[src/rtl/ped_pkg.sv]
package ped_pkg;
    typedef enum logic [1:0] {
        ST_IDLE   = 2'd0,
        ST_WAIT_B = 2'd1,
        ST_WAIT_A = 2'd2
    } ped_state_e;
endpackage

[src/rtl/ped_sync.sv]
module ped_sync #(
    parameter int   STAGES   = 2,
    parameter logic IDLE_VAL = 1'b0
) (
    input  logic clk,
    input  logic rst,
    input  logic din,
    output logic dout
);
    logic [STAGES-1:0] sh_q;

    always_ff @(posedge clk) begin
        if (rst) begin
            sh_q <= {STAGES{IDLE_VAL}};
        end else begin
            sh_q <= {sh_q[STAGES-2:0], din};
        end
    end

    assign dout = sh_q[STAGES-1];
endmodule

[src/rtl/ped_edge.sv]
module ped_edge #(
    parameter bit   RISING   = 1'b1,
    parameter logic IDLE_VAL = 1'b0
) (
    input  logic clk,
    input  logic rst,
    input  logic din,
    output logic pulse
);
    logic prev_q;

    always_ff @(posedge clk) begin
        if (rst) begin
            prev_q <= IDLE_VAL;
        end else begin
            prev_q <= din;
        end
    end

    generate
        if (RISING) begin : g_rise
            assign pulse = din & ~prev_q;
        end else begin : g_fall
            assign pulse = ~din & prev_q;
        end
    endgenerate
endmodule

[src/rtl/ped_core.sv]
module ped_core
    import ped_pkg::*;
#(
    parameter int WIN_W     = 8,
    parameter int ERR_LIMIT = 3
) (
    input  logic             clk,
    input  logic             rst,
    input  logic             en,
    input  logic             a_rise,
    input  logic             b_fall,
    input  logic [WIN_W-1:0] win_eff,
    output logic             miss,
    output logic             err_flag
);
    localparam int               CNT_W   = $clog2(ERR_LIMIT + 1);
    localparam logic [CNT_W-1:0] CNT_MAX = CNT_W'(ERR_LIMIT);
    localparam logic [WIN_W-1:0] T_ONE   = WIN_W'(1);

    ped_state_e       state_q, state_d;
    logic [WIN_W-1:0] timer_q, timer_d;
    logic [CNT_W-1:0] cnt_q;
    logic             timed_out;

    assign timed_out = (timer_q == win_eff);

    // state register
    always_ff @(posedge clk) begin
        if (rst) begin
            state_q <= ST_IDLE;
            timer_q <= '0;
        end else begin
            state_q <= state_d;
            timer_q <= timer_d;
        end
    end

    // next state
    always_comb begin
        state_d = state_q;
        timer_d = timer_q;
        if (!en) begin
            state_d = ST_IDLE;
            timer_d = '0;
        end else begin
            unique case (state_q)
                ST_IDLE: begin
                    if (a_rise && !b_fall) begin
                        state_d = ST_WAIT_B;
                        timer_d = T_ONE;
                    end else if (b_fall && !a_rise) begin
                        state_d = ST_WAIT_A;
                        timer_d = T_ONE;
                    end
                end
                ST_WAIT_B: begin
                    if (b_fall) begin
                        if (a_rise) begin
                            timer_d = T_ONE;
                        end else begin
                            state_d = ST_IDLE;
                            timer_d = '0;
                        end
                    end else if (a_rise) begin
                        timer_d = T_ONE;
                    end else if (timed_out) begin
                        state_d = ST_IDLE;
                        timer_d = '0;
                    end else begin
                        timer_d = timer_q + T_ONE;
                    end
                end
                ST_WAIT_A: begin
                    if (a_rise) begin
                        if (b_fall) begin
                            timer_d = T_ONE;
                        end else begin
                            state_d = ST_IDLE;
                            timer_d = '0;
                        end
                    end else if (b_fall) begin
                        timer_d = T_ONE;
                    end else if (timed_out) begin
                        state_d = ST_IDLE;
                        timer_d = '0;
                    end else begin
                        timer_d = timer_q + T_ONE;
                    end
                end
                default: begin
                    state_d = ST_IDLE;
                    timer_d = '0;
                end
            endcase
        end
    end

    // outputs: an error is an open match lost to rearm or expiry
    always_comb begin
        miss = 1'b0;
        if (en) begin
            unique case (state_q)
                ST_WAIT_B: miss = !b_fall && (a_rise || timed_out);
                ST_WAIT_A: miss = !a_rise && (b_fall || timed_out);
                default:   miss = 1'b0;
            endcase
        end
    end

    // saturating error count
    always_ff @(posedge clk) begin
        if (rst) begin
            cnt_q <= '0;
        end else if (miss && (cnt_q != CNT_MAX)) begin
            cnt_q <= cnt_q + CNT_W'(1);
        end
    end

    assign err_flag = (cnt_q == CNT_MAX);
endmodule

[src/rtl/pulse_err_det.sv]
module pulse_err_det #(
    parameter int WIN_W     = 8,
    parameter int ERR_LIMIT = 3,
    parameter int SYNC_LEN  = 2
) (
    input  logic             clk,
    input  logic             rst,
    input  logic             en,
    input  logic             line_a,
    input  logic             line_b,
    input  logic [WIN_W-1:0] win_len,
    output logic             err_flag
);
    logic             a_s, b_s;
    logic             a_rise, b_fall;
    logic             miss;
    logic [WIN_W-1:0] win_eff;

    assign win_eff = (win_len == '0) ? WIN_W'(1) : win_len;

    ped_sync #(.STAGES(SYNC_LEN), .IDLE_VAL(1'b0)) u_sync_a (
        .clk(clk), .rst(rst), .din(line_a), .dout(a_s)
    );
    ped_sync #(.STAGES(SYNC_LEN), .IDLE_VAL(1'b1)) u_sync_b (
        .clk(clk), .rst(rst), .din(line_b), .dout(b_s)
    );

    ped_edge #(.RISING(1'b1), .IDLE_VAL(1'b0)) u_edge_a (
        .clk(clk), .rst(rst), .din(a_s), .pulse(a_rise)
    );
    ped_edge #(.RISING(1'b0), .IDLE_VAL(1'b1)) u_edge_b (
        .clk(clk), .rst(rst), .din(b_s), .pulse(b_fall)
    );

    ped_core #(.WIN_W(WIN_W), .ERR_LIMIT(ERR_LIMIT)) u_core (
        .clk(clk), .rst(rst), .en(en),
        .a_rise(a_rise), .b_fall(b_fall), .win_eff(win_eff),
        .miss(miss), .err_flag(err_flag)
    );
endmodule

[config.mk]
export PLATFORM = sky130hd
export DESIGN_NAME = pulse_err_det
export DESIGN_NICKNAME = d
export VERILOG_FILES = /design/src/rtl/ped_pkg.sv /design/src/rtl/ped_sync.sv /design/src/rtl/ped_edge.sv /design/src/rtl/ped_core.sv /design/src/rtl/pulse_err_det.sv
export SDC_FILE = /design/constraint.sdc
export NUM_CORES = 1
export LEC_CHECK = 0
export CORE_UTILIZATION = 48
export DETAILED_ROUTE_END_ITERATION = 16
export GPL_ROUTABILITY_DRIVEN = 0
export PLACE_DENSITY_LB_ADDON = 0.12
export REMOVE_ABC_BUFFERS = 1
export SLEW_MARGIN = 20
export SYNTH_ARGS = -nofsm -noshare
export SYNTH_HDL_FRONTEND = slang
export SYNTH_SLANG_ARGS = --single-unit
export TNS_END_PERCENT = 10
[constraint.sdc]
create_clock -name clk -period 2.25 [get_ports clk]
set_clock_uncertainty 0.15 [all_clocks]
set_input_delay 0.3375 -clock clk [delete_from_list [all_inputs] [get_ports clk]]
set_output_delay 0.3375 -clock clk [all_outputs]
set_load 0.02 [all_outputs]
# Word-level counts from Yosys, hierarchy flattened
# Cells that the tools add are included.
# classes
n_eq_ne,8
n_reduce_logical,13
mux,23
n_addsub,2
bitwise_logic,5
# ops
cell,count
$mux W8,8
$pmux W8 S3,1
$mux W2,9
$add A8 B1 Y8 const B,1
$eq A8 B8 Y1,1
$logic_not A8 Y1,1
$ne A2 B2 Y1 const B,3
$pmux W2 S3,1
$logic_and A1 B1 Y1,5
$eq A2 B2 Y1 const B,2
$mux W1,3
$ne A3 B1 Y1 const B,1
$not A1 Y1,3
$reduce_and A3 Y1,1
$add A2 B1 Y2 const B,1
$and A1 B1 Y1,2
$eq A2 B1 Y1 const B,1
$logic_not A1 Y1,2
$logic_not A2 Y1,1
$logic_or A1 B1 Y1,2
$pmux W1 S2,1
$reduce_or A2 Y1,1
# totals
output_inout_bits,1
inputBits,13
wordCells,58
regBits,18

# Longest topological paths before layout
# logic_depth
ltp_word,8
mapped_depth,7
mapped_depth_nobuf,7

# Modules after synthesis
# Synthesis repeated with hierarchy kept, for this count alone.
# unflattened
cells_unflattened,123
area_unflattened_um2,1111.1
# modules_own_cells
mod,cells_each,seq_area_each_um2,area_each_um2,n_inst
ped_core,99,240.2,872.1,1
ped_sync,4,40.0,52.6,2
pulse_err_det,10,0.0,51.3,1
ped_edge (u_edge_a),3,20.0,47.5,1
ped_edge (u_edge_b),3,20.0,35.0,1

# Least setup slack after synthesis
# Ideal clock, no wire load.
# synth_timing
path_kind,register to register
from,reg u_core.state_q[0]
to,reg u_core.timer_q[4]
synth_period_minus_slack_ns,2.102
setup_slack_ns,0.148
path_stages_with_launch,7
n_path_buf,0
setup_ns,0.069
arrival_ns,1.883
required_ns,2.031
cell_sequence,dfxtp_1 inv_1 ha_1 or4_4 a211o_1 or3_1 o21ai_1
# synth_via
elab_chain_len,2
word_cells_on_any_way,5
cone_classes,eq/ne: 3; mux: 1; reduce/logical: 1
# synth_rtl
element,line,rtl
from (decl),ped_core.sv:20,"ped_state_e state_q, state_d;"
from (signal assigned),ped_core.sv:33,state_q <= state_d;
$eq A2 B2 Y1 (tied with other cells),ped_core.sv:46,unique case (state_q)
$pmux W8 S3 / $ne A3 B1 Y1 (equally long branches),-,
to (signal assigned),ped_core.sv:34,timer_q <= timer_d;
to (decl),ped_core.sv:21,"logic [WIN_W-1:0] timer_q, timer_d;"
# Parallel ways exist; a longest one is shown, timed or not.
# A chain may end at the register's enable or synchronous reset.

# Worst setup path in the final report
# Ends and elaborated chain as after synthesis.

==> results.md <==
* Outcome: completed
* Unrepaired setup endpoints after global routing: true
* Clock slew at reported path FFs at 0.11 ns
* Sink Count at 18
* Crit path kind: register to register
* Relative slew margins at 65.0%
* Syn-to-layout area delta at 26.9%
* CTS tree: yes
* Port bufs at 13
* FF-to-FF path depth at 6
* Die W at just under 50 um
* DR vias/cell at 5.61
* Synth cell types at 37
* Worst Tran Pin Value at approximately 0.52 ns
* Most used DFF post-synth: dfxtp_1
* Die area at between 0.002 and 0.0025 sq mm
* First-pass GRT wire length at approximately 3700 um
* Grt ovf at 0
* Crit. End Element: register
* Setup TNS at 0 ns
* Power Density at between 400 and 500 mW/mm^2
* Commonest cells in the netlist: dfxtp_1, nand2_1
* DR DRC count at 0
* Avg Inst Size Synth at 8.93 sq um
* Routed WL at 2160 um
* Most frequent cell after synthesis: dfxtp_1
* Largest net degree at the start of global routing at 12
* Worst-skew pair later-pin latency at ~0.30 ns
* Critical Path Fanout Max at 5
* I/O pins at 14
* # nets final at 160
* Avg WL per Cell at 12.9 um
* WHS Path Cells at 1
* Seq cells post-synth at 18
* Antenna violations before repair at 0
* Min-delay worst type: register to register
* Final worst-path cycle share at 97.7%
* Vias in the first global route at 907
* Max Freq at 455 MHz
* Period minus WS final at 2.20 ns
* Worst path required time at between 2 and 2.5 ns
* Fin util at 65.7%
* Clk root buf: clkbuf_4
* Ys async rst share at 0%
* Ant diodes at 0
* Max_cap viols at 0
* Arr. time, crit path at 2.29 ns
* Post-DRT Antenna Nets at 0
* Proportion of layout cells with a drive suffix above 1 at 19.3%
* Synth top area cells: dfxtp_1, ha_1, xnor2_1
* Peak VDD IR at 0.000345 V
* Largest area contributor in the netlist: dfxtp_1
* Static leakage at between 0.4 and 0.5 nW
* DR iter-0 viols at 46
* H-tree depth at 1
* Setup violators final at 0
* Post-synth top area share at 34.8%
* Vias at 937
* Clk buf depth at 2
* FP Rows at 16
* Count of pins over their slew limit at 0
* Hold Fails Final Rpt at 0
* # Post-CTS Setup Buffers at 0
* Worst setup SP type: register
* TritonCTS buffer count at 3
* Mapped cell area at 0.00104 sq mm
* Initial core utilization at 51.8%
* Hpwl dp at around 1600 um
* Cells after Synth at 116
* GRT Total Usage at 20.1%
* Core Box Area at 0.00200 sq mm
* Die height at 48.5 um
* First-pass DRT Iterations at 4
* Synth Warn # at 0
* Number of synthesized flops with an enable pin at 0
* Sequential share of the synthesized area at about a third
-- layer usage --
metal | global-route usage, % | wire length [um] | share of wire, % | up-vias
met5 | 0 | 0 | 0 | -
met3 | 4.09 | 95 | 4.4 | 7
met2 | 34.3 | 1030 | 48 | 30
li1 | - | - | - | 464
met4 | 8.82 | 49 | 2.3 | 0
met1 | 24.5 | 984 | 46 | 436
-- layout by cell type (no fill, tap or decap), drive strengths merged, types with 5 or more instances in the layout --
cell and count:
dfxtp 18, xor2 5, buf 8, a21oi 6, xnor2 6, nand2 13
clkdlybuf4s50 13, ha 6, nor2b 7, nand3 6, nand2b 6, o21ai 6
-- report_power, final --
part           switching (W)  leakage, nW  internal (W)
logic              0.0000356        0.322     0.0000449
registers         0.00000539        0.147      0.000325
clock network       0.000105       0.0210     0.0000988
total               0.000146        0.490      0.000468
-- cell type report --
type,count,area [sq um]
multi-input cells,93,677
inverters,4,15.0
well taps,27,33.8
repair buffers,21,190
fillers,166,687
clock buffers,4,36.3
flip-flops and latches,18,363
-- stage by stage --
| step | cell area (sq um) | power [W] | instances | worst slack [ns] | hold WS [ns] |
|---|---|---|---|---|---|
| CTS | 1300 | 0.000617 | 167 | 0.0190 | 0.280 |
| global route | 1320 | 0.000643 | 167 | -0.0407 | 0.307 |
| finish | 1320 | 0.000614 | 167 | 0.0507 | 0.278 |
| global placement | 1260 | 0.000413 | 163 | -0.199 | 0.244 |
| detailed placement | 1260 | 0.000415 | 163 | -0.246 | 0.253 |
| floorplan | 1030 | 0.000373 | 115 | 0.148 | 0.239 |
-- registers in the layout (all words and copies together) (netlist names) --
name	count
u_edge_b.prev_q	1
u_core.state_q	2
u_sync_a.sh_q	2
u_core.timer_q	8
u_sync_b.sh_q	2
u_edge_a.prev_q	1
u_core.cnt_q	2
-- critical path, stage by stage, from the launching register on --
cell and delay [ns]:
dfxtp_2 0.39, inv_1 0.07, ha_1 0.22, or4_4 0.55, a211o_1 0.32, or3_1 0.37
o21ai_1 0.08
-- cell families after synthesis --
group           Yosys count  synth area share, %
simple gates             49                 28.7
compound gates           25                 16.1
flops                    18                 34.8
xor+xnor                 11                 9.30
fa+ha+maj                 6                 7.25
buf+inv                   5                 1.81
mux                       2                 2.05
-- path summary, 6_finish.rpt --
| kind | start | endpoint | slack [ns] |
|---|---|---|---|
| worst min register to register | u_sync_b.sh_q[0]$_SDFF_PP1_ | u_sync_b.sh_q[1]$_SDFF_PP1_ | 0.28 |
| worst max-delay path | u_core.state_q[0]$_SDFFE_PP0P_ | u_core.timer_q[4]$_SDFFE_PP0P_ | 0.05 |
| worst min-delay path | u_sync_b.sh_q[0]$_SDFF_PP1_ | u_sync_b.sh_q[1]$_SDFF_PP1_ | 0.28 |
| worst max register to register | u_core.state_q[0]$_SDFFE_PP0P_ | u_core.timer_q[4]$_SDFFE_PP0P_ | 0.05 |
-- repair_timing --
item / in CTS / in global routing
hold buffers: 0 / 0
endpoints found under the setup margin: 4 / 5
pin swaps: 0 / 0
resized for setup: 2 / 5
(Power assumes the default switching activity.)
